==> config.mk <==
export PLATFORM = sky130hd
export DESIGN_NAME = pfd_abl
export DESIGN_NICKNAME = d
export VERILOG_FILES = /design/src/rtl/pfd_pkg.sv /design/src/rtl/pfd_edge_det.sv /design/src/rtl/pfd_state_ff.sv /design/src/rtl/pfd_abl_delay.sv /design/src/rtl/pfd_abl.sv
export SDC_FILE = /design/constraint.sdc
export NUM_CORES = 1
export LEC_CHECK = 0
export ABC_AREA = 1
export CAP_MARGIN = 20
export CELL_PAD_IN_SITES_DETAIL_PLACEMENT = 0
export CELL_PAD_IN_SITES_GLOBAL_PLACEMENT = 1
export CORE_AREA = 2 2 39 41
export CTS_CLUSTER_SIZE = 16
export DETAILED_ROUTE_END_ITERATION = 10
export DIE_AREA = 0 0 41 43
export PLACE_DENSITY = 0.6
export SYNTH_ARGS = -nofsm -noshare
export SYNTH_HDL_FRONTEND = slang
export SYNTH_HIERARCHICAL = 1
export SYNTH_SLANG_ARGS = --single-unit
export TNS_END_PERCENT = 1
==> constraint.sdc <==
create_clock -name clk_i -period 1.1 [get_ports clk_i]
set_clock_uncertainty 0.2 [all_clocks]
set_input_delay 0.165 -clock clk_i [delete_from_list [all_inputs] [get_ports clk_i]]
set_output_delay 0.165 -clock clk_i [all_outputs]
set_load 0.01 [all_outputs]
==> src/rtl/pfd_pkg.sv <==
package pfd_pkg;
  // {dn, up} occupancy of the two state flops
  typedef enum logic [1:0] {
    PFD_IDLE = 2'b00,
    PFD_UP   = 2'b01,
    PFD_DN   = 2'b10,
    PFD_BOTH = 2'b11
  } pfd_state_e;

  localparam int unsigned PFD_CH_REF = 0;
  localparam int unsigned PFD_CH_FB  = 1;
  localparam int unsigned PFD_NUM_CH = 2;
endpackage

==> src/rtl/pfd_edge_det.sv <==
module pfd_edge_det #(
  parameter int unsigned SYNC_STAGES = 2
) (
  input  logic clk_i,
  input  logic rst_ni,
  input  logic sig_i,
  output logic rise_o
);
  // sampling chain plus one history stage
  logic [SYNC_STAGES:0] chain_q;

  always_ff @(posedge clk_i or negedge rst_ni) begin
    if (!rst_ni) chain_q <= '0;
    else         chain_q <= {chain_q[SYNC_STAGES-1:0], sig_i};
  end

  assign rise_o = chain_q[SYNC_STAGES-1] & ~chain_q[SYNC_STAGES];
endmodule

==> src/rtl/pfd_state_ff.sv <==
module pfd_state_ff (
  input  logic clk_i,
  input  logic rst_ni,
  input  logic set_i,
  input  logic clr_i,
  output logic q_o
);
  always_ff @(posedge clk_i or negedge rst_ni) begin
    if (!rst_ni)     q_o <= 1'b0;
    else if (clr_i)  q_o <= 1'b0;   // clear wins over a late edge
    else if (set_i)  q_o <= 1'b1;
  end
endmodule

==> src/rtl/pfd_abl_delay.sv <==
module pfd_abl_delay #(
  parameter int unsigned ABL_CYCLES = 3
) (
  input  logic clk_i,
  input  logic rst_ni,
  input  logic arm_i,
  output logic clr_o
);
  localparam int unsigned CNT_W = (ABL_CYCLES > 1) ? $clog2(ABL_CYCLES) : 1;
  localparam logic [CNT_W-1:0] LAST = CNT_W'(ABL_CYCLES - 1);

  logic [CNT_W-1:0] cnt_q;

  assign clr_o = arm_i && (cnt_q == LAST);

  always_ff @(posedge clk_i or negedge rst_ni) begin
    if (!rst_ni)               cnt_q <= '0;
    else if (!arm_i || clr_o)  cnt_q <= '0;
    else                       cnt_q <= cnt_q + 1'b1;
  end
endmodule

==> src/rtl/pfd_abl.sv <==
module pfd_abl
  import pfd_pkg::*;
#(
  parameter int unsigned SYNC_STAGES = 2,
  parameter int unsigned ABL_CYCLES  = 3
) (
  input  logic clk_i,
  input  logic rst_ni,
  input  logic ref_i,
  input  logic fb_i,
  output logic up_o,
  output logic dn_o
);
  logic [PFD_NUM_CH-1:0] in_vec;
  logic [PFD_NUM_CH-1:0] rise;
  logic [PFD_NUM_CH-1:0] state_q;
  logic                  clr;
  pfd_state_e            state;

  assign in_vec[PFD_CH_REF] = ref_i;
  assign in_vec[PFD_CH_FB]  = fb_i;

  for (genvar ch = 0; ch < PFD_NUM_CH; ch++) begin : g_ch
    pfd_edge_det #(.SYNC_STAGES(SYNC_STAGES)) u_edge (
      .clk_i (clk_i),
      .rst_ni(rst_ni),
      .sig_i (in_vec[ch]),
      .rise_o(rise[ch])
    );
    pfd_state_ff u_ff (
      .clk_i (clk_i),
      .rst_ni(rst_ni),
      .set_i (rise[ch]),
      .clr_i (clr),
      .q_o   (state_q[ch])
    );
  end

  assign state = pfd_state_e'(state_q);

  pfd_abl_delay #(.ABL_CYCLES(ABL_CYCLES)) u_delay (
    .clk_i (clk_i),
    .rst_ni(rst_ni),
    .arm_i (state == PFD_BOTH),
    .clr_o (clr)
  );

  assign up_o = state_q[PFD_CH_REF];
  assign dn_o = state_q[PFD_CH_FB];
endmodule

# After elaboration in Yosys (flattened, before gate mapping)
# Cells that the tools add are included.
# op_classes
addsub,1
n_mul,0
div_mod_pow,0
n_lt_le_gt_ge,0
n_eq_ne,2
shift,0
n_mux,5
n_bitwise,4
reduce_logical,5
# op_table
op,count
equality test 2 bit (second input constant),2
2-to-1 mux 1 bit,4
nonzero test 2 bit,2
adder 2 x 1 -> 2 bit (second input constant),1
bitwise AND 1 bit,2
2-to-1 mux 2 bit,1
inverter 1 bit,2
logical AND 1 bit,1
logical NOT 1 bit,1
logical OR 1 bit,1
# word_totals
ff_bits,10
latchBits,0
ram_bits,0
rom_bits,0
in_bits,4
output_inout_bits,2
mem_count,0

# Depth between registers and ports, before layout
# logic_depth
ltp_word,4
ltp_mapped,5

# Hierarchy
# The synthesis kept the hierarchy.
# by_module_without_submodules
module,n_inst,cells_per_inst,area_per_inst_um2,seq_area_each_um2
pfd_edge_det,2,5,85.1,75.1
pfd_abl_delay,1,10,88.8,50.0
pfd_state_ff,2,3,32.5,25.0
pfd_abl,1,2,7.5,0.0

# Least setup slack after synthesis
# OpenSTA, ideal clock, no wires.
# synth_timing
kind,reg-to-reg
from,reg u_delay.cnt_q[0]
to,reg g_ch[1].u_ff.q_o
setup_time_ns,0.116
arrival_time_ns,0.686
required_time_ns,0.784
setup_slack_ns,0.099
stages_incl_launch_ff,6
path_buffers,0
cell_sequence,dfrtp_1 -> inv_1 -> ha_1 -> nand2_1 -> inv_1 -> nor2_1
# synth_via
elab_chain_len,3
word_cells_on_any_way,4
# synth_rtl
element,line_no,rtl
start: declaration,pfd_abl_delay.sv:12,logic [CNT_W-1:0] cnt_q;
start signal: assignment,pfd_abl_delay.sv:19,else cnt_q <= cnt_q + 1'b1;
equality test 2 bit *,pfd_abl_delay.sv:14,assign clr_o = arm_i && (cnt_q == LAST);
logical AND 1 bit *,pfd_abl_delay.sv:14,
via clr,pfd_abl.sv:17,logic clr;
2-to-1 mux 1 bit / nonzero test 2 bit (equally long branches),n/a,
end signal: assignment,pfd_state_ff.sv:9,if (!rst_ni) q_o <= 1'b0;
end signal: assignment,pfd_state_ff.sv:10,else if (clr_i) q_o <= 1'b0;
end signal: assignment,pfd_state_ff.sv:11,else if (set_i) q_o <= 1'b1;
end: declaration,pfd_state_ff.sv:6,output logic q_o
# Mark *: on every way through the listed nets, which the timed path passes. The rest lies on a longest branch.
# A chain may end at the register's enable or synchronous reset.

# Worst setup path in the final report
# layout_timing
from,reg g_ch[1].u_ff.q_o
to,out dn_o
# layout_lines
element,line_no,rtl
end: declaration,pfd_abl.sv:12,output logic dn_o
# No word-level cell between the ends.

==> results by group <==
Outcome
  • Outcome: finished with violations
  • Failing checks: setup timing

Floorplanning
  • Initial Utilization: a little under a quarter
  • Num rows: 14
  • IO Pins: 6
  • Die ar.: around 1800 sq um
  • Die height: about 43 um
  • Die X: 41 um
  • Core Box Area: about 1400 sq um

Cells and area
  • Layout fillers: between 150 and 200
  • ANT cells: 0
  • Share of post-route cells with drive strength above 1: 25.6%
  • Area Growth Syn to Fin: 35.5%
  • Final std cells w/o fill: between 50 and 60
  • Post-route cell area: roughly 450 sq um
  • Register area: about 250 sq um
  • Area of the multi-input gates: just under 60 sq um
  • Final layout net count: between 40 and 50

Clock tree
  • Clock net sink count: 10
  • CTS clock-pin slew for the worst setup and hold paths: ~0.060 ns
  • Clock latency on the worst-skew pair: roughly 0.25 ns
  • H-tree depth: 1
  • Total CTS buffers: 3
  • Post-CTS Setup Bufs: 0
  • Cts hold-fix bufs: 0
  • CTS root buf: clkbuf_4
  • Clock Path Buffers: 2
  • CTS tree: done

STA
  • RSZ-0062 raised after global routing: true
  • Fin crit share: 102%
  • Actual slew at the worst max-slew pin: roughly 0.11 ns
  • Post-layout min period: roughly 1.1 ns
  • # setup viols final: 2
  • Final Hold Vio Count: 0
  • Worst setup margin: -0.0270 ns
  • Max-slew violation count: 0
  • Slew Limit Headroom: 92.8%
  • Fmax: a little under 0.9 GHz
  • Total negative slack: -0.0525 ns

Yosys
  • Syn_area_per_cell: approximately 12 sq um
  • Post-synth top area share: 75.5%
  • Post-Syn Area: 332 sq um
  • Distinct cells, synth: 6
  • Sequential area share after synthesis: roughly 75%
  • Mapped Cells: 28
  • Warning count from the yosys run: 6
  • Synth area leader: dfrtp_1
  • Yosys reg bits: 10
  • Syn nets: 33
  • Top post-synthesis cells by area: dfrtp_1, inv_1, nor2_1

Detailed routing
  • ANT nets after route: 0
  • Total number of vias: ~210
  • DR WL/cell: approximately 7.2 um
  • Number of DRC markers in iteration 0: 0
  • Router iterations before antenna repair: 1
  • Total Wirelength: ~400 um
  • Vias per cell: between 3 and 4
  • Drt drc: 0

Place
  • Post-placement cell count: 52
  • Input/output buffers: 5
  • Post-place instance area: around 440 sq um
  • Place WS: -0.130 ns
  • Hpwl dp: 328 um
  • GPL Wtd Cong: ~0.59

Worst setup path
  • Reg-to-reg endpoint: g_ch[1].u_ff/q_o
  • CP Class: flop to output port
  • Slowest cell on crit path: dfrtp_1
  • CP bufs+invs: 1
  • Reg2reg start: g_ch[0].u_ff/q_o
  • Reg2Reg Setup Slack: ~0.04 ns
  • Crit Path Max Fanout: 2
  • Worst r2r path cells: 6
  • Top delay family on crit path: flip-flops
  • CP Capture Type: output port
  • CP Cell Sequence: buf_2
  • Crit path largest cell delay: approximately 0.37 ns
  • WP data required: 0.73 ns
  • Worst EP arrival: between 0.7 and 0.8 ns
  • Startpoint types: flop

Global route
  • Grt ovf: 0
  • First-pass GRT wire length: 800 um
  • Initial antenna violation count: 0
  • Largest net degree at the start of global routing: 11
  • All-Layer GR Usage: a little under 8%
  • Vias in the first global route: 213

Job
  • Total of max-cap violations: 0

Hold path
  • Hold WC Path Type: input pin to async pin

Power and ir drop
  • Leak: around 0.23 nW
  • PD cells: ~2100 nW/um^2
  • Max rail drop VDD: about 0.56 mV
## routing by layer
| metal | vias up | part of all wire [%] | GRT usage, % |
|---|---|---|---|
| li1 | 104 | - | - |
| met1 | 98 | 38 | 7.53 |
| met2 | 6 | 52 | 9.38 |
| met3 | 0 | 9.8 | 4.71 |
| met4 | 0 | 0 | 10.0 |
| met5 | - | 0 | 0 |
## cell families after synthesis
| group | Yosys count | share of synthesized area [%] |
|---|---|---|
| adder cells (fa/ha/maj) | 1 | 3.77 |
| buffers and inverters | 6 | 6.79 |
| flip-flops | 10 | 75.5 |
| AND/OR/NAND/NOR | 11 | 14.0 |
## timing repair
item / in CTS / in global routing
endpoints found under the setup margin: 3 / 4
pin swaps: 0 / 2
resized for setup: 8 / 0
## layout make-up
cell class	count	area share (%)
flip-flops and latches	10	55.7
inverters	6	5.01
multi-input cells	12	13.1
repair buffers	8	16.7
clock buffers	3	5.01
well taps	16	4.46
## Yosys cell counts
cell     count
ha_1         1
dfrtp_1     10
nand2_1      3
inv_1        6
nor2_1       6
nor2_2       2
## state kept, by name, summed over array words and instances, names as in the netlist
signal / cells
g_ch.u_ff/q_o: 2
g_ch.u_edge/chain_q: 6
u_delay/cnt_q: 2
## worst max path at each step
stage / end / cells after the start / slack (ns) / from
global route: up_o / 1 / -0.08 / g_ch[0].u_ff/q_o
finish: dn_o / 1 / -0.03 / g_ch[1].u_ff/q_o
global placement: up_o / 1 / -0.12 / g_ch[0].u_ff/q_o
detailed placement: dn_o / 1 / -0.13 / g_ch[1].u_ff/q_o
CTS: dn_o / 1 / -0.05 / g_ch[1].u_ff/q_o
floorplan: g_ch[1].u_ff/q_o / 5 / 0.1 / u_delay/cnt_q[0]
## report_power, final
part / internal, mW / switching, mW / total (mW) / leakage [nW]
registers: 0.439 / 0.0274 / 0.466 / 0.116
logic: 0.122 / 0.124 / 0.246 / 0.0993
clock network: 0.125 / 0.106 / 0.231 / 0.0138
total: 0.686 / 0.257 / 0.943 / 0.229
## stage by stage
step | utilization (%) | hold WS (ns) | power, mW
after global placement | 31.6 | 0.134 | 0.741
after CTS | 32.5 | 0.0139 | 0.969
after detailed placement | 31.6 | 0.142 | 0.757
after global routing | 32.5 | 0.0154 | 1.04
final | 32.5 | 0.0228 | 0.943
after floorplan | - | -0.331 | 0.604
## placed cells by master (no fill, tap or decap)
cell type	synthesis	routed
clkdlybuf4s50_1	0	3
buf_12	0	1
buf_2	0	2
nor2_2	2	2
dfrtp_1	10	10
nor2_1	6	6
nand2_1	3	3
inv_1	6	6
clkbuf_4	0	3
buf_4	0	2
ha_1	1	1
(Power assumes the default switching activity.)
